`src/rtl/dram_lane_pkg.sv`:
```
package dram_lane_pkg;

    typedef enum logic [1:0] {
        CYC_IDLE  = 2'd0,
        CYC_READ  = 2'd1,
        CYC_EARLY = 2'd2,
        CYC_RMW   = 2'd3
    } cyc_kind_e;

endpackage

```
`src/rtl/strobe_sync.sv`:
```
module strobe_sync #(
    parameter int W      = 1,
    parameter int STAGES = 2
) (
    input  logic         clk,
    input  logic         rst_n,
    input  logic [W-1:0] din,
    output logic [W-1:0] dout
);

    logic [W-1:0] stg_d [STAGES];
    logic [W-1:0] stg_q [STAGES];

    always_comb begin
        stg_d[0] = din;
        for (int i = 1; i < STAGES; i++) begin
            stg_d[i] = stg_q[i-1];
        end
    end

    always_ff @(posedge clk or negedge rst_n) begin
        if (!rst_n) begin
            for (int i = 0; i < STAGES; i++) begin
                stg_q[i] <= '0;
            end
        end else begin
            for (int i = 0; i < STAGES; i++) begin
                stg_q[i] <= stg_d[i];
            end
        end
    end

    assign dout = stg_q[STAGES-1];

endmodule

```
`src/rtl/cycle_ctrl.sv`:
```
module cycle_ctrl
    import dram_lane_pkg::*;
#(
    parameter int ADDR_W = 10
) (
    input  logic                clk,
    input  logic                rst_n,
    input  logic                ras_s,
    input  logic                cas_s,
    input  logic                we_s,
    input  logic                oe_s,
    input  logic [ADDR_W-1:0]   addr_s,
    output logic                valid_next,
    output logic                we_rise,
    output logic                drive_en,
    output logic [2*ADDR_W-1:0] cell_addr,
    output cyc_kind_e           kind
);

    typedef struct packed {
        logic              ras;
        logic              cas;
        logic              we;
        logic              oe;
        logic              valid;
        cyc_kind_e         kind;
        logic [ADDR_W-1:0] row;
        logic [ADDR_W-1:0] col;
    } ctl_t;

    ctl_t c_d, c_q;

    always_comb begin
        c_d     = c_q;
        c_d.ras = ras_s;
        c_d.cas = cas_s;
        c_d.we  = we_s;
        c_d.oe  = oe_s;
        if (ras_s && !c_q.ras) begin
            c_d.row = addr_s;
        end
        if (!cas_s) begin
            c_d.valid = 1'b0;
            c_d.kind  = CYC_IDLE;
        end else if (!c_q.cas) begin
            if (c_q.ras) begin
                c_d.valid = 1'b1;
                c_d.col   = addr_s;
                c_d.kind  = we_s ? CYC_EARLY : CYC_READ;
            end else begin
                c_d.valid = 1'b0;
                c_d.kind  = CYC_IDLE;
            end
        end else if (c_q.valid && c_q.kind == CYC_READ && we_s && !c_q.we) begin
            c_d.kind = CYC_RMW;
        end
    end

    always_ff @(posedge clk or negedge rst_n) begin
        if (!rst_n) begin
            c_q <= '{ras: 1'b0, cas: 1'b0, we: 1'b0, oe: 1'b0, valid: 1'b0,
                     kind: CYC_IDLE, row: '0, col: '0};
        end else begin
            c_q <= c_d;
        end
    end

    assign valid_next = c_d.valid;
    assign we_rise    = we_s & ~c_q.we;
    assign drive_en   = c_q.valid & c_q.oe & (c_q.kind != CYC_EARLY);
    assign cell_addr  = {c_q.row, c_q.col};
    assign kind       = c_q.kind;

    // column address holds for the whole column cycle
    assert_col_hold_R4: assert property (@(posedge clk) disable iff (!rst_n)
        (c_q.kind != CYC_IDLE && $past(c_q.kind) != CYC_IDLE) |-> $stable(c_q.col));

    // a cycle opens only when a row was open the edge before
    assert_open_row_R10: assert property (@(posedge clk) disable iff (!rst_n)
        $rose(c_q.valid) |-> $past(c_q.ras));

    // an early write never turns into a read without an idle gap
    assert_early_stays_R7: assert property (@(posedge clk) disable iff (!rst_n)
        (c_q.kind == CYC_EARLY) |=> (c_q.kind == CYC_EARLY || c_q.kind == CYC_IDLE));

endmodule

```
`src/rtl/lane_unit.sv`:
```
module lane_unit #(
    parameter int LANE_W = 8
) (
    input  logic              clk,
    input  logic              rst_n,
    input  logic              strobe_s,
    input  logic              we_s,
    input  logic              we_rise,
    input  logic              valid_next,
    input  logic              drive_en,
    input  logic [LANE_W-1:0] dq_lane,
    output logic              lane_drive,
    output logic              lane_wstb,
    output logic [LANE_W-1:0] wdata_lane
);

    typedef struct packed {
        logic              act;
        logic              wstb;
        logic [LANE_W-1:0] wdata;
    } lane_t;

    lane_t l_d, l_q;

    always_comb begin
        l_d      = l_q;
        l_d.act  = strobe_s;
        l_d.wstb = valid_next & strobe_s & ((~l_q.act & we_s) | we_rise);
        if (l_d.wstb) begin
            l_d.wdata = dq_lane;
        end
    end

    always_ff @(posedge clk or negedge rst_n) begin
        if (!rst_n) begin
            l_q <= '0;
        end else begin
            l_q <= l_d;
        end
    end

    assign lane_drive = l_q.act & drive_en;
    assign lane_wstb  = l_q.wstb;
    assign wdata_lane = l_q.wdata;

    // a write strobe lasts exactly one cycle
    assert_wstb_single_R7: assert property (@(posedge clk) disable iff (!rst_n)
        lane_wstb |=> !lane_wstb);

    // write data stays put between strobes
    assert_wdata_hold_R8: assert property (@(posedge clk) disable iff (!rst_n)
        !lane_wstb |-> $stable(wdata_lane));

endmodule

```
`src/rtl/dram_lane_ctrl.sv`:
```
module dram_lane_ctrl
    import dram_lane_pkg::*;
#(
    parameter int ADDR_W      = 10,
    parameter int LANE_W      = 8,
    parameter int SYNC_STAGES = 2
) (
    input  logic                  clk,
    input  logic                  rst_n,
    input  logic                  ras_n,
    input  logic                  casl_n,
    input  logic                  cash_n,
    input  logic                  we_n,
    input  logic                  oe_n,
    input  logic [ADDR_W-1:0]     addr,
    input  logic [2*LANE_W-1:0]   dq_in,
    output logic [1:0]            lane_drive,
    output logic [1:0]            lane_wstb,
    output logic [2*LANE_W-1:0]   wdata,
    output logic [2*ADDR_W-1:0]   cell_addr,
    output logic [1:0]            cycle_kind
);

    localparam int LANES  = 2;
    localparam int DQ_W   = LANES * LANE_W;
    localparam int CTL_W  = 5;
    localparam int SYNC_W = CTL_W + ADDR_W + DQ_W;

    logic [SYNC_W-1:0] raw_in, syn_out;
    logic              ras_s, we_s, oe_s, cas_s;
    logic [LANES-1:0]  lane_s;
    logic [ADDR_W-1:0] addr_s;
    logic [DQ_W-1:0]   dq_s;
    logic              valid_next, we_rise, drive_en;
    cyc_kind_e         kind;

    assign raw_in = {~ras_n, ~cash_n, ~casl_n, ~we_n, ~oe_n, addr, dq_in};

    strobe_sync #(.W(SYNC_W), .STAGES(SYNC_STAGES)) u_sync (
        .clk  (clk),
        .rst_n(rst_n),
        .din  (raw_in),
        .dout (syn_out)
    );

    assign {ras_s, lane_s, we_s, oe_s, addr_s, dq_s} = syn_out;
    assign cas_s = |lane_s;

    cycle_ctrl #(.ADDR_W(ADDR_W)) u_ctl (
        .clk       (clk),
        .rst_n     (rst_n),
        .ras_s     (ras_s),
        .cas_s     (cas_s),
        .we_s      (we_s),
        .oe_s      (oe_s),
        .addr_s    (addr_s),
        .valid_next(valid_next),
        .we_rise   (we_rise),
        .drive_en  (drive_en),
        .cell_addr (cell_addr),
        .kind      (kind)
    );

    for (genvar g = 0; g < LANES; g++) begin : g_lane
        lane_unit #(.LANE_W(LANE_W)) u_lane (
            .clk       (clk),
            .rst_n     (rst_n),
            .strobe_s  (lane_s[g]),
            .we_s      (we_s),
            .we_rise   (we_rise),
            .valid_next(valid_next),
            .drive_en  (drive_en),
            .dq_lane   (dq_s[g*LANE_W +: LANE_W]),
            .lane_drive(lane_drive[g]),
            .lane_wstb (lane_wstb[g]),
            .wdata_lane(wdata[g*LANE_W +: LANE_W])
        );
    end

    assign cycle_kind = kind;

    // nothing is driven outside a column cycle
    assert_idle_quiet_R1: assert property (@(posedge clk) disable iff (!rst_n)
        (kind == CYC_IDLE) |-> (lane_drive == '0));

    // an early write keeps the pins floating
    assert_early_float_R7: assert property (@(posedge clk) disable iff (!rst_n)
        (kind == CYC_EARLY) |-> (lane_drive == '0));

    // write pulses only inside a column cycle
    assert_wstb_in_cycle_R10: assert property (@(posedge clk) disable iff (!rst_n)
        (lane_wstb != '0) |-> (kind != CYC_IDLE && kind != CYC_READ));

endmodule

```
`config.mk`:
```
export PLATFORM = sky130hd
export DESIGN_NAME = dram_lane_ctrl
export DESIGN_NICKNAME = d
export VERILOG_FILES = /design/src/rtl/dram_lane_pkg.sv /design/src/rtl/strobe_sync.sv /design/src/rtl/cycle_ctrl.sv /design/src/rtl/lane_unit.sv /design/src/rtl/dram_lane_ctrl.sv
export SDC_FILE = /design/constraint.sdc
export NUM_CORES = 1
export LEC_CHECK = 0
export BUFFER_PORTS_ARGS = -buffer_cell sky130_fd_sc_hd__buf_4
export CAP_MARGIN = 5
export CORE_MARGIN = 2
export CORE_UTILIZATION = 58
export DETAILED_ROUTE_END_ITERATION = 6
export PLACE_DENSITY = 0.84
export SETUP_SLACK_MARGIN = 0.4
export SLEW_MARGIN = 20
export SYNTH_ARGS = -nofsm -noshare
export SYNTH_HDL_FRONTEND = slang
export SYNTH_HIERARCHICAL = 1
export SYNTH_SLANG_ARGS = --single-unit
```
`constraint.sdc`:
```
create_clock -name clk -period 2.5 [get_ports clk]
set_input_delay 0.25 -clock clk [delete_from_list [all_inputs] [get_ports clk]]
set_output_delay 0.25 -clock clk [all_outputs]
set_load 0.1 [all_outputs]
```
# After elaboration in Yosys (flattened, before gate mapping)
# Index checks and enable logic that the tools add are counted.
# totals
out_inout_bits	42
regBits	109
# op_classes
reduce_logical	8
muxes	6
n_eq_ne	3
n_bitwise	22
# ops
op	count
$and A1 B1 Y1	11
$not A1 Y1	9
$mux W2	3
$mux W3	2
$logic_and A1 B1 Y1	4
$ne A3 B3 Y1 const B	1
$reduce_and A3 Y1	1
$eq A2 B1 Y1 const B	1
$logic_not A1 Y1	2
$ne A2 B2 Y1 const B	1
$or A1 B1 Y1	2
$reduce_or A2 Y1	1
$mux W1	1

# Depth between registers and ports, before layout
# Gate-level depths: netlist of run 1.
# logic_depth
depth_word	9
ltp_mapped	4

# By module
# Netlist of run 1, hierarchy kept.
# by_module_without_submodules
module	cells_per_inst	instances	area_per_inst_um2	seq_area_each_um2
strobe_sync	62	1	1551.5	1551.5
cycle_ctrl	87	1	1232.4	675.6
lane_unit	30	2	446.7	250.2
dram_lane_ctrl	6	1	25.0	0.0

# Worst setup path after synthesis of run 1
# Ideal clock, no wire load.
# synth_path
path_kind	register to register
from	register u_sync.stg_q, in the netlist u_sync/dout[29]
to	register g_lane[0].u_lane.l_q, in the netlist g_lane[0].u_lane/wdata_lane[0]
synth_period_minus_slack_ps	1576
path_buffers	0
arrival_time_ps	1451
setup_ps	125
path_slack_ps	924
stages_incl_launch_ff	5
cell_sequence	dfrtp_1 -> or2_1 -> nor2b_1 -> o211ai_4 -> mux2_2
# synth_between
elab_chain_cells	4
# synth_rtl
element	line	source
from (decl)	strobe_sync.sv:12	logic [W-1:0] stg_q [STAGES];
from (signal, indexed assignment)	strobe_sync.sv:28	stg_q[i] <= stg_d[i];
$reduce_or A2 Y1	dram_lane_ctrl.sv:47	assign cas_s = |lane_s;
named net cas_s	dram_lane_ctrl.sv:30	logic ras_s, we_s, oe_s, cas_s;
$mux W3	cycle_ctrl.sv:42	if (!cas_s) begin
named net valid_next	dram_lane_ctrl.sv:34	logic valid_next, we_rise, drive_en;
$and A1 B1 Y1 (2 in series)	lane_unit.sv:28	l_d.wstb = valid_next & strobe_s & ((~l_q.act & we_s) | we_rise);
to (signal assigned)	lane_unit.sv:38	l_q <= l_d;
to (decl)	lane_unit.sv:23	lane_t l_d, l_q;
# The timed path passes the listed nets, and every way through them passes these cells.
# A chain may end at the register's enable or synchronous reset.

# Worst setup path after layout of run 1
# layout_path
from	register u_sync.stg_q, in the netlist u_sync/dout[28]
to	register g_lane[1].u_lane.l_q, in the netlist g_lane[1].u_lane/wdata_lane[2]
# layout_between
elab_chain_cells	4
# layout_rtl
element	line
$reduce_or A2 Y1	dram_lane_ctrl.sv:47
named net cas_s	dram_lane_ctrl.sv:30
$mux W3	cycle_ctrl.sv:42
named net valid_next	dram_lane_ctrl.sv:34
$and A1 B1 Y1 (2 in series)	lane_unit.sv:28
to (signal assigned)	lane_unit.sv:38
to (decl)	lane_unit.sv:23
# The timed path passes the listed nets, and every way through them passes these cells.

==> impl_metrics.yaml, run 1 <==
place:
  dp.cells: 329
  gp_routability_congestion: 0.783
  dpl.hpwl_microns: 3620
  pre_cts_slack_ps: 718
  place.port_buffers: 74
finish:
  final_cells: 372
  share_of_post_route_cells_with_drive_strength_above_1_pct: 46.1
  storage_cell_area_sq_um: 2730
  nets: 323
  nFillCells: 422
  multiInputGateArea_sq_um: 633
  antenna_cells_inserted: 0
  area_delta_synth_final_pct: 22.0
hold_path:
  min-delay-path-class: "input port to register"
  min_to: "u_sync/stg_d[30]"
  min_delay_path_depth: 2
  min_from: "ras_n"
global_route:
  grt_usage_pct: 16.8
  grt_antenna_before_repair: 0
  maximum_number_of_pins_on_one_net_before_global_route_repair: 44
  via_count_of_the_first_global_routing_pass: 1845
  grt_pass1_wl_microns: 9000
  overflow: 0
status:
  outcome: "complete, no violations"
yosys:
  post-synth-top-area-cell: "dfrtp_1"
  netlist_area_sq_um: 3700
  async_flop_share_pct: 100
  leading_register_cell_type_out_of_synthesis: "dfrtp_1"
  number_of_distinct_library_cell_variants_in_the_gate_level_netlist_after_synthesis: 19
  syn_avg_cell_area_sq_um: 17.2
  synth_seq_area_share_pct: 73.7
  synth_largest_type_area_fraction_pct: 73.7
  syn-num-nets: 248
  synthesis.instances: 215
  synth_edf_count: 0
  yosys.cell_count.top_type: "dfrtp_1"
  ys_top_cells_by_count: "109 x dfrtp_1, 38 x buf_4, 27 x mux2_2, 9 x inv_1, 9 x mux2_4"
  post_synth_main_area_contributors: "dfrtp_1 74%, mux2_2 8.2%, buf_4 7.7%"
  synth.ff_latch_count: 109
  synth_warnings: 6
route:
  vias: 1763
  wl_met1_microns: 2260
  routed_via_density: 4.74
  antenna_violating_nets_post_route: 0
  highest_layer: "met4"
  detail_route.wl_per_cell_microns: 14.3
  drt_iter0_drc: 56
  detail_route.first_pass.iterations: 2
  drc: 0
  dr_wl_met3_microns: 220
  detail_route.wirelength_microns: 5340
  met2RoutedLength_microns: 2740
timing:
  period_minus_slack_ps: 1760
  post_route_skew_ps: 10.7
  worst_slew_margin_rel_pct: 64.7
  final_max_slew_viol_count: 0
  rsz0062_at_grt: "no"
  min_period_over_period_pct: 70.5
  final-hold-violation-count: 0
  setup_slack_ps: 737
  report.final.setup_viol: 0
  whs_ps: 23.7
  final.setup.tns_ps: 0
  fmax_mhz: 567
  worst-slew-pin-transition_ps: 529
die:
  start_util_pct: 59.0
  boundaryPins: 75
  core_sq_um: 6280
  die_area_sq_um: 7040
  fp-row-count: 29
  die-height_microns: 83.9
  die_x_microns: 83.9
setup_path:
  path_max_fanout: 9
  cp_top_family: "simple AND/OR/NAND/NOR gates"
  critical_path.cell_chain: "or2_1 > nor2b_1 > o211ai_4 > mux2_2"
  worst_ep_required_time_ps: 2730
  timing.rr.start: "u_sync/dout[28]"
  worst-endpoint-arrival_ps: 2000
  startpoint_type: "register"
  timing.rr.end: "g_lane[1].u_lane/wdata_lane[2]"
  timing.reg2reg.setup_slack_ps: 740
  critPathSlowestCell: "nor2b_1"
  max_stage_delay_ps: 440
  worst_reg2reg_path_depth: 4
  endpoint_kind: "register"
  worstPathBufferInverterCount: 0
  worstSetupPathType: "register to register"
run:
  cap_viol_max_count: 0
power:
  worst_ir_drop_vdd_mv: 0.825
  power_leakage_nw: 2.19
  pwr_density_cell_nw_per_um2: 1040
clocking:
  clk-insertion-delay-late_ps: 350
  cts_buffer_depth: 2
  numClockSinks: 109
  tritoncts.num_buffers: 9
  root_buffer: "clkbuf_8"
  cts_repair_resize_count: 0
  ctsHtreeMaxLevel: 3
  cts_setup_buffers: 0
  clkSlewWorstSetupHoldPaths_ps: 100
  clock_tree_from_tritoncts: "yes"
-- logic make-up after synthesis --
logic type / Yosys count / synth area share (%)
DFF: 109 / 73.7
buffers and inverters: 49 / 9.23
muxes: 37 / 12.1
and+or+nand+nor: 15 / 3.35
AOI/OAI and AO/OA: 5 / 1.62
-- report_power, final --
group	internal, mW	total, mW	switching (mW)
clock network	0.361	0.904	0.543
registers	1.97	2.08	0.113
logic	0.397	1.71	1.31
total	2.73	4.70	1.97
-- stage by stage --
step | cell area, sq um | power [mW] | utilization, %
after floorplan | 3700 | 3.64 | -
final | 4520 | 4.70 | 72.0
after CTS | 4520 | 4.74 | 72.0
after detailed placement | 4080 | 3.81 | 65.0
after global placement | 4080 | 3.77 | 65.0
after global routing | 4520 | 4.87 | 72.0
-- per-layer routing --
layer  track usage, %  vias up
met3             4.55       10
met2             26.5       41
li1                 -      809
met4             7.18        0
met5                0        -
met1             22.2      903
-- registers in the layout (all words and copies together) (netlist names) --
register	count
u_ctl/cell_addr	20
u_ctl/c_q	5
g_lane.u_lane/l_q	2
u_sync/stg_d	31
u_ctl/kind	2
u_sync/dout	31
g_lane.u_lane/lane_wstb	2
g_lane.u_lane/wdata_lane	16
-- cell type report --
type / count / area share (%)
clock inverters: 6 / 0.858
inverters: 9 / 0.748
well taps: 77 / 2.13
clock buffers: 10 / 2.82
flip-flops and latches: 109 / 60.4
multi-input cells: 57 / 14.0
repair buffers: 104 / 19.1
-- cell usage in the layout (no fill, tap or decap) --
master and count:
inv_6 1, nand3b_4 1, nor3b_1 1, clkinvlp_4 2
clkbuf_8 9, and2_2 2, buf_12 1, clkbuf_1 1
dlygate4sd3_1 27, clkinv_2 3, mux2_4 9, o211ai_1 1
buf_4 76, and4_2 1, a21oi_1 2, nor2b_4 2
nand3_1 1, or2_1 1, nand2_1 2, mux2i_1 1
inv_1 9, dfrtp_1 109, mux2_2 27, nor2b_1 4
o211ai_4 2
-- repair_timing --
action / CTS / global route
endpoints found under the setup margin: 0 / 0
hold buffers: 27 / 0
hold endpoints to repair: 67 / 0
-- worst max-delay path by stage --
| stage | start | endpoint | slack, ps | cells past startpoint |
|---|---|---|---|---|
| 4_1_cts | u_sync/dout[28] | g_lane[1].u_lane/wdata_lane[0] | 710 | 4 |
| 3_3_place_gp | u_sync/dout[29] | g_lane[1].u_lane/wdata_lane[7] | 830 | 4 |
| 5_1_grt | u_sync/dout[28] | g_lane[1].u_lane/wdata_lane[2] | 630 | 4 |
| 3_5_place_dp | u_sync/dout[28] | g_lane[0].u_lane/wdata_lane[7] | 720 | 4 |
| 2_1_floorplan | u_sync/dout[29] | g_lane[0].u_lane/wdata_lane[0] | 920 | 4 |
| 6_report | u_sync/dout[28] | g_lane[1].u_lane/wdata_lane[2] | 740 | 4 |
(Power assumes the default switching activity.)
==> inputs of run 2 (changes only) <==
Settings changed: ABC_AREA from default to 1, CORE_UTILIZATION 58 to 48, PLACE_DENSITY 0.84 to 0.74.
Clock period 2.5 ns to 1.4 ns, I/O delays scaled along.
==> run 2 against run 1 <==
  * Die area is 22% higher
  * Utilization is 8.7 points higher
  * Clock-buffer cell count is 1 higher
  * Register-to-register slack worse by 770 ps
  * Synthesized cell count is 39% higher
  * The flow now finishes with violations (setup timing)
  * Wire length is 64% higher
  * Sequential share of layout area is 16 points lower
  * Critical path depth is 2 higher
  * Non-clock buffer count is 57 higher
  * Final area is 36% higher
  * Via count is 43% higher
  * First-iteration DRC count is 84% higher
==> impl_metrics.yaml, run 2 <==
finish:
  mostFrequentLayoutCell: "dfrtp_1"
  nets: 468
  antenna_cells_inserted: 0
  nFillCells: 390
  multiInputGateArea_sq_um: 985
  final_cell_mix: "102 x dfrtp_1, 71 x buf_4, 45 x buf_12"
  final_core_utilization_pct: 80.6
  share_of_post_route_cells_with_drive_strength_above_1_pct: 56.6
  storage_cell_area_sq_um: 2740
  design_area_final_sq_um: 6170
  area_delta_synth_final_pct: 63.9
route:
  routed_via_density: 4.64
  vias: 2517
  detail_route.first_pass.iterations: 4
  drc: 0
  drt_iter0_drc: 103
  antenna_violating_nets_post_route: 0
  detail_route.wl_per_cell_microns: 16.1
  detail_route.wirelength_microns: 8740
power:
  power_leakage_nw: 2.94
  p_comb_share_pct: 41.8
  cellInternalPower_mw: 6.00
  worst_ir_drop_vdd_mv: 0.769
  switching_fraction_of_total_power_pct: 39.4
  pwr_density_cell_nw_per_um2: 1600
  sequentialPowerShare_pct: 38.7
  switching_power_mw: 3.90
  clock_power_share_pct: 19.5
yosys:
  synth_largest_type_area_fraction_pct: 72.5
  netlist_area_sq_um: 3760
  post-synth-top-area-cell: "dfrtp_1"
  ys_top_cells_by_count: "109 x dfrtp_1, 63 x nand2_1, 38 x buf_4, 30 x inv_1, 17 x nand3_1"
  async_flop_share_pct: 100
  synthesis.instances: 299
  leading_register_cell_type_out_of_synthesis: "dfrtp_1"
  yosys.cell_count.top_type: "dfrtp_1"
  post_synth_main_area_contributors: "dfrtp_1 72%, buf_4 7.6%, nand2_1 6.3%"
  syn_avg_cell_area_sq_um: 12.6
  number_of_distinct_library_cell_variants_in_the_gate_level_netlist_after_synthesis: 16
  syn-num-nets: 332
  synth_seq_area_share_pct: 72.5
  synth_warnings: 6
  synth_edf_count: 0
  synth.ff_latch_count: 109
die:
  core_sq_um: 7650
  fp-row-count: 32
  boundaryPins: 75
  die_x_microns: 92.6
  die-height_microns: 92.6
  start_util_pct: 49.2
  die_area_sq_um: 8570
place:
  dpl-instance-area_sq_um: 4200
  place.port_buffers: 74
  gp_routability_congestion: 0.757
  dpl.hpwl_microns: 3930
timing:
  fmax_mhz: 606
  period_minus_slack_ps: 1650
  min_period_over_period_pct: 118
  setup_slack_ps: -251
  worst-slew-pin-transition_ps: 319
  rsz0062_at_grt: "yes"
  final-hold-violation-count: 0
  worst_slew_margin_rel_pct: 78.7
  report.final.setup_viol: 5
  post_route_skew_ps: 13.2
  final_max_slew_viol_count: 0
clocking:
  tritoncts.num_buffers: 9
  clkSlewWorstSetupHoldPaths_ps: 100
  clk-insertion-delay-late_ps: 360
  ctsHtreeMaxLevel: 3
  numClockSinks: 109
  clock_tree_from_tritoncts: "yes"
  cts_buffer_depth: 2
  root_buffer: "clkbuf_8"
hold_path:
  min-delay-path-class: "input port to asynchronous set/reset pin"
global_route:
  maximum_number_of_pins_on_one_net_before_global_route_repair: 38
  layer_carrying_the_most_global_route_usage: "met2"
  grt_pass1_wl_microns: 11800
  grt_util_met1_pct: 23.2
  overflow: 0
  via_count_of_the_first_global_routing_pass: 2429
  grt_antenna_before_repair: 0
  grt.met2_usage_pct: 30.5
  grt_usage_pct: 18.2
  met3_usage_pct: 3.58
setup_path:
  path_max_fanout: 2
  startpoint_type: "register"
  worst-endpoint-arrival_ps: 1510
  endpoint_kind: "output pin"
  worst_ep_required_time_ps: 1260
  worstSetupPathType: "register to output pin"
run:
  cap_viol_max_count: 0
status:
  failed_checks: "setup timing"
  outcome: "finished, violations left"
==> run 2: cell types whose count changed in the layout (fill, tap and decap cells not counted), sizes merged, moves of 6 or more <==
cell	before	now
nand2	2	74
buf	77	127
mux2	36	0
o21ai	0	21
inv	10	30
nand3	1	18
nor2b	6	0
==> run 2: power groups by stage <==
stage          registers, mW  clock network [mW]  logic (mW)
6_report                3.83                1.93        4.13
3_5_place_dp            3.73                   0        2.74
2_1_floorplan           3.68                   0        2.49
3_3_place_gp            3.71                   0        2.71
5_1_grt                 3.86                2.10        4.27
4_1_cts                 3.80                1.97        3.65
==> run 2: routing by layer <==
| metal | up-vias | share of wire (%) |
|---|---|---|
| li1 | 1161 | - |
| met1 | 1279 | 40 |
| met2 | 56 | 55 |
| met3 | 21 | 2.5 |
| met4 | 0 | 3.0 |
| met5 | - | 0 |
==> run 2: layout make-up <==
| class | instances | share of cell area [%] |
|---|---|---|
| timing repair inverter | 2 | 0.203 |
| multi-input combinational | 120 | 16.0 |
| inverter | 32 | 2.68 |
| clock buffer | 11 | 2.29 |
| timing repair buffer | 161 | 31.4 |
| clock inverter | 5 | 1.03 |
| tap | 102 | 2.07 |
| sequential | 109 | 44.4 |
==> run 2: critical path: stages (launching register included) <==
cell,delay [ps]
dfrtp_1,410
nand2_2,90
inv_2,40
o21a_1,220
nand2_2,100
clkinvlp_4,110
buf_12,170
==> run 2: path summary, 6_finish.rpt <==
check                                                  to  slack [ps]  cells past startpoint        startpoint
setup / recovery                            lane_drive[1]        -250                      6     u_ctl/kind[0]
hold / removal                            u_sync/dout[24]         210                      2             rst_n
setup reg to reg           g_lane[0].u_lane/wdata_lane[5]         -30                      9   u_sync/dout[28]
hold reg to reg                           u_sync/dout[27]         350                      0  u_sync/stg_d[27]
max in group asynchronous  g_lane[0].u_lane/wdata_lane[7]         640                      3             rst_n
min in group clk                          u_sync/dout[27]         350                      0  u_sync/stg_d[27]
==> run 2: kinds of logic (layout without fill, tap and decap cells) <==
logic type	after synthesis	count (layout)	synth area share, %
AND/OR/NAND/NOR	92	96	10.9
flip-flops	109	109	72.5
AO/OA/AOI/OAI	24	24	4.65
buffers and inverters	74	211	12.0
==> run 2: stage by stage <==
| stage | TNS, ps | hold slack [ps] | std cells | setup WS, ps | power (mW) |
|---|---|---|---|---|---|
| 5_1_grt | -837 | 230 | 542 | -292 | 10.2 |
| 3_5_place_dp | 0 | 63.7 | 439 | 40.7 | 6.47 |
| 3_3_place_gp | 0 | 57.2 | 439 | 95.2 | 6.43 |
| 2_1_floorplan | 0 | -156 | 299 | 109 | 6.17 |
| 4_1_cts | -334 | 221 | 508 | -170 | 9.42 |
| 6_report | -528 | 214 | 542 | -251 | 9.89 |
==> run 2: repair_timing <==
action | 4_1_cts | 5_1_grt
setup buffers | 18 | 28
resized for setup | 162 | 96
endpoints found under the setup margin | 82 | 77
pin swaps | 13 | 24
hold buffers | 32 | 0
cloned | 3 | 6
endpoints found under the hold margin | 118 | 0
==> inputs of run 3 (changes only) <==
Clock period 1.4 ns to 1.5 ns, I/O delays scaled along.
==> run 3 against run 2 <==
  * The run still ends with setup timing left
  * Sequential share of layout area is 2.8 points higher
  * Clock skew is 2.8 ps higher
  * Register-to-register slack better by 150 ps
  * Final cell count is 2.6% lower
  * Die area stayed put
  * First-iteration DRC count is 8.7% lower
  * Utilization is 4.9 points lower
  * Sequential power is 6.8% lower
  * Setup slack better by 67 ps
  * Clock-buffer cell count is 1 lower
==> impl_metrics.yaml, run 3 (synthesized netlist as in run 2, its figures left out) <==
route:
  vias: 2436
  routed_via_density: 4.61
  drt_iter0_drc: 94
  drc: 0
  detail_route.wirelength_microns: 8370
  detail_route.wl_per_cell_microns: 15.9
  antenna_violating_nets_post_route: 0
  detail_route.first_pass.iterations: 4
timing:
  fmax_mhz: 594
  worst-slew-pin-transition_ps: 375
  worst_slew_margin_rel_pct: 75.0
  final_max_slew_viol_count: 0
  final-hold-violation-count: 0
  min_period_over_period_pct: 112
  rsz0062_at_grt: "yes"
  post_route_skew_ps: 16.0
  whs_ps: 235
  setup_slack_ps: -184
  period_minus_slack_ps: 1680
  report.final.setup_viol: 2
setup_path:
  cp_top_family: "flip-flops"
  startpoint_type: "register"
  timing.reg2reg.setup_slack_ps: 120
  max_stage_delay_ps: 420
  endpoint_kind: "output pin"
  critPathSlowestCell: "dfrtp_1"
  worstSetupPathType: "register to output pin"
  critical_path.cell_chain: "nand2_1 > inv_1 > o21a_1 > nand2_2 > clkinvlp_4 > buf_8"
  timing.rr.start: "u_sync/dout[28]"
  timing.rr.end: "g_lane[0].u_lane/wdata_lane[4]"
  worst_reg2reg_path_depth: 9
  path_max_fanout: 2
  worstPathBufferInverterCount: 3
  worst_ep_required_time_ps: 1350
  worst-endpoint-arrival_ps: 1530
global_route:
  grt_pass1_wl_microns: 11800
  maximum_number_of_pins_on_one_net_before_global_route_repair: 43
  grt_usage_pct: 18.5
  via_count_of_the_first_global_routing_pass: 2363
  overflow: 0
  grt_antenna_before_repair: 0
finish:
  antenna_cells_inserted: 0
  mostFrequentLayoutCell: "dfrtp_1"
  area_delta_synth_final_pct: 54.0
  final_cell_mix: "106 x dfrtp_1, 69 x buf_4, 43 x buf_12"
  share_of_post_route_cells_with_drive_strength_above_1_pct: 49.1
  nets: 454
  final_core_utilization_pct: 75.8
  design_area_final_sq_um: 5790
run:
  cap_viol_max_count: 0
die:
  die_area_sq_um: 8570
  start_util_pct: 49.2
  core_sq_um: 7650
  die-height_microns: 92.6
  boundaryPins: 75
  die_x_microns: 92.6
  fp-row-count: 32
clocking:
  numClockSinks: 109
  root_buffer: "clkbuf_8"
  clk-insertion-delay-late_ps: 370
  cts_buffer_depth: 2
  tritoncts.num_buffers: 9
  ctsHtreeMaxLevel: 3
  clock_tree_from_tritoncts: "yes"
  clkSlewWorstSetupHoldPaths_ps: 100
power:
  post-layout-total-power_mw: 8.99
  worst_ir_drop_vdd_mv: 1.24
  power_leakage_nw: 2.79
  pwr_density_cell_nw_per_um2: 1550
status:
  failed_checks: "setup timing"
  outcome: "finished, violations left"
hold_path:
  min-delay-path-class: "input port to asynchronous set/reset pin"
place:
  gp_routability_congestion: 0.852
  place.port_buffers: 74
  dpl.hpwl_microns: 3820
  dpl-instance-area_sq_um: 4180
-- run 3: metrics by stage --
stage	worst slack [ps]	cells	TNS, ps
6_report	-184	528	-362
5_1_grt	-211	528	-420
4_1_cts	-112	507	-216
3_5_place_dp	113	436	0
3_3_place_gp	146	436	0
2_1_floorplan	209	299	0
-- run 3: cell type report --
class	instances	area (sq um)
Timing Repair Buffer	149	1760
Sequential cell	109	2730
Fill cell	457	1850
Inverter	32	153
Tap cell	102	128
Clock inverter	6	56.3
Clock buffer	10	138
Multi-Input combinational cell	118	815
Timing Repair inverter	2	15.0
-- run 3: how the worst max path moves through the flow --
stage	from	end	cells after the start
finish	u_ctl/c_q[22]	lane_drive[1]	6
global route	u_ctl/kind[0]	lane_drive[1]	6
CTS	u_ctl/c_q[22]	lane_drive[0]	6
detailed placement	u_sync/dout[28]	g_lane[1].u_lane/wdata_lane[1]	9
global placement	u_sync/dout[29]	g_lane[1].u_lane/wdata_lane[6]	9
floorplan	u_sync/dout[28]	g_lane[0].u_lane/wdata_lane[0]	10
-- run 3: report_power, final --
group	internal, mW	leakage [nW]	total [mW]	switching, mW
clock	0.682	0.100	1.71	1.03
sequential	3.26	1.30	3.57	0.312
combinational	1.42	1.39	3.71	2.30
total	5.36	2.79	8.99	3.64
-- run 3: routing by layer --
layer	vias up	part of all wire (%)	track usage, %	routed length (microns)
met5	-	0	0	0
met4	0	2.8	7.84	235
met3	21	4.0	4.39	339
met2	75	57	32.4	4760
met1	1214	36	21.8	3040
li1	1126	-	-	-
-- run 3: worst register-to-register path: cells and delay by family, from the launching register on --
kind / cells / cell delay (ps)
buffers and inverters: 2 / 160
flip-flops: 1 / 400
AND/OR/NAND/NOR: 6 / 520
AO/OA/AOI/OAI: 1 / 220
-- run 3: repair_timing --
| action | in CTS | in global routing |
|---|---|---|
| hold buffers | 32 | 0 |
| setup endpoints to repair | 70 | 82 |
| cloned | 4 | 0 |
| setup buffers | 19 | 21 |
| resized for setup | 143 | 56 |
| pin swaps | 15 | 22 |
| endpoints found under the hold margin | 56 | 0 |
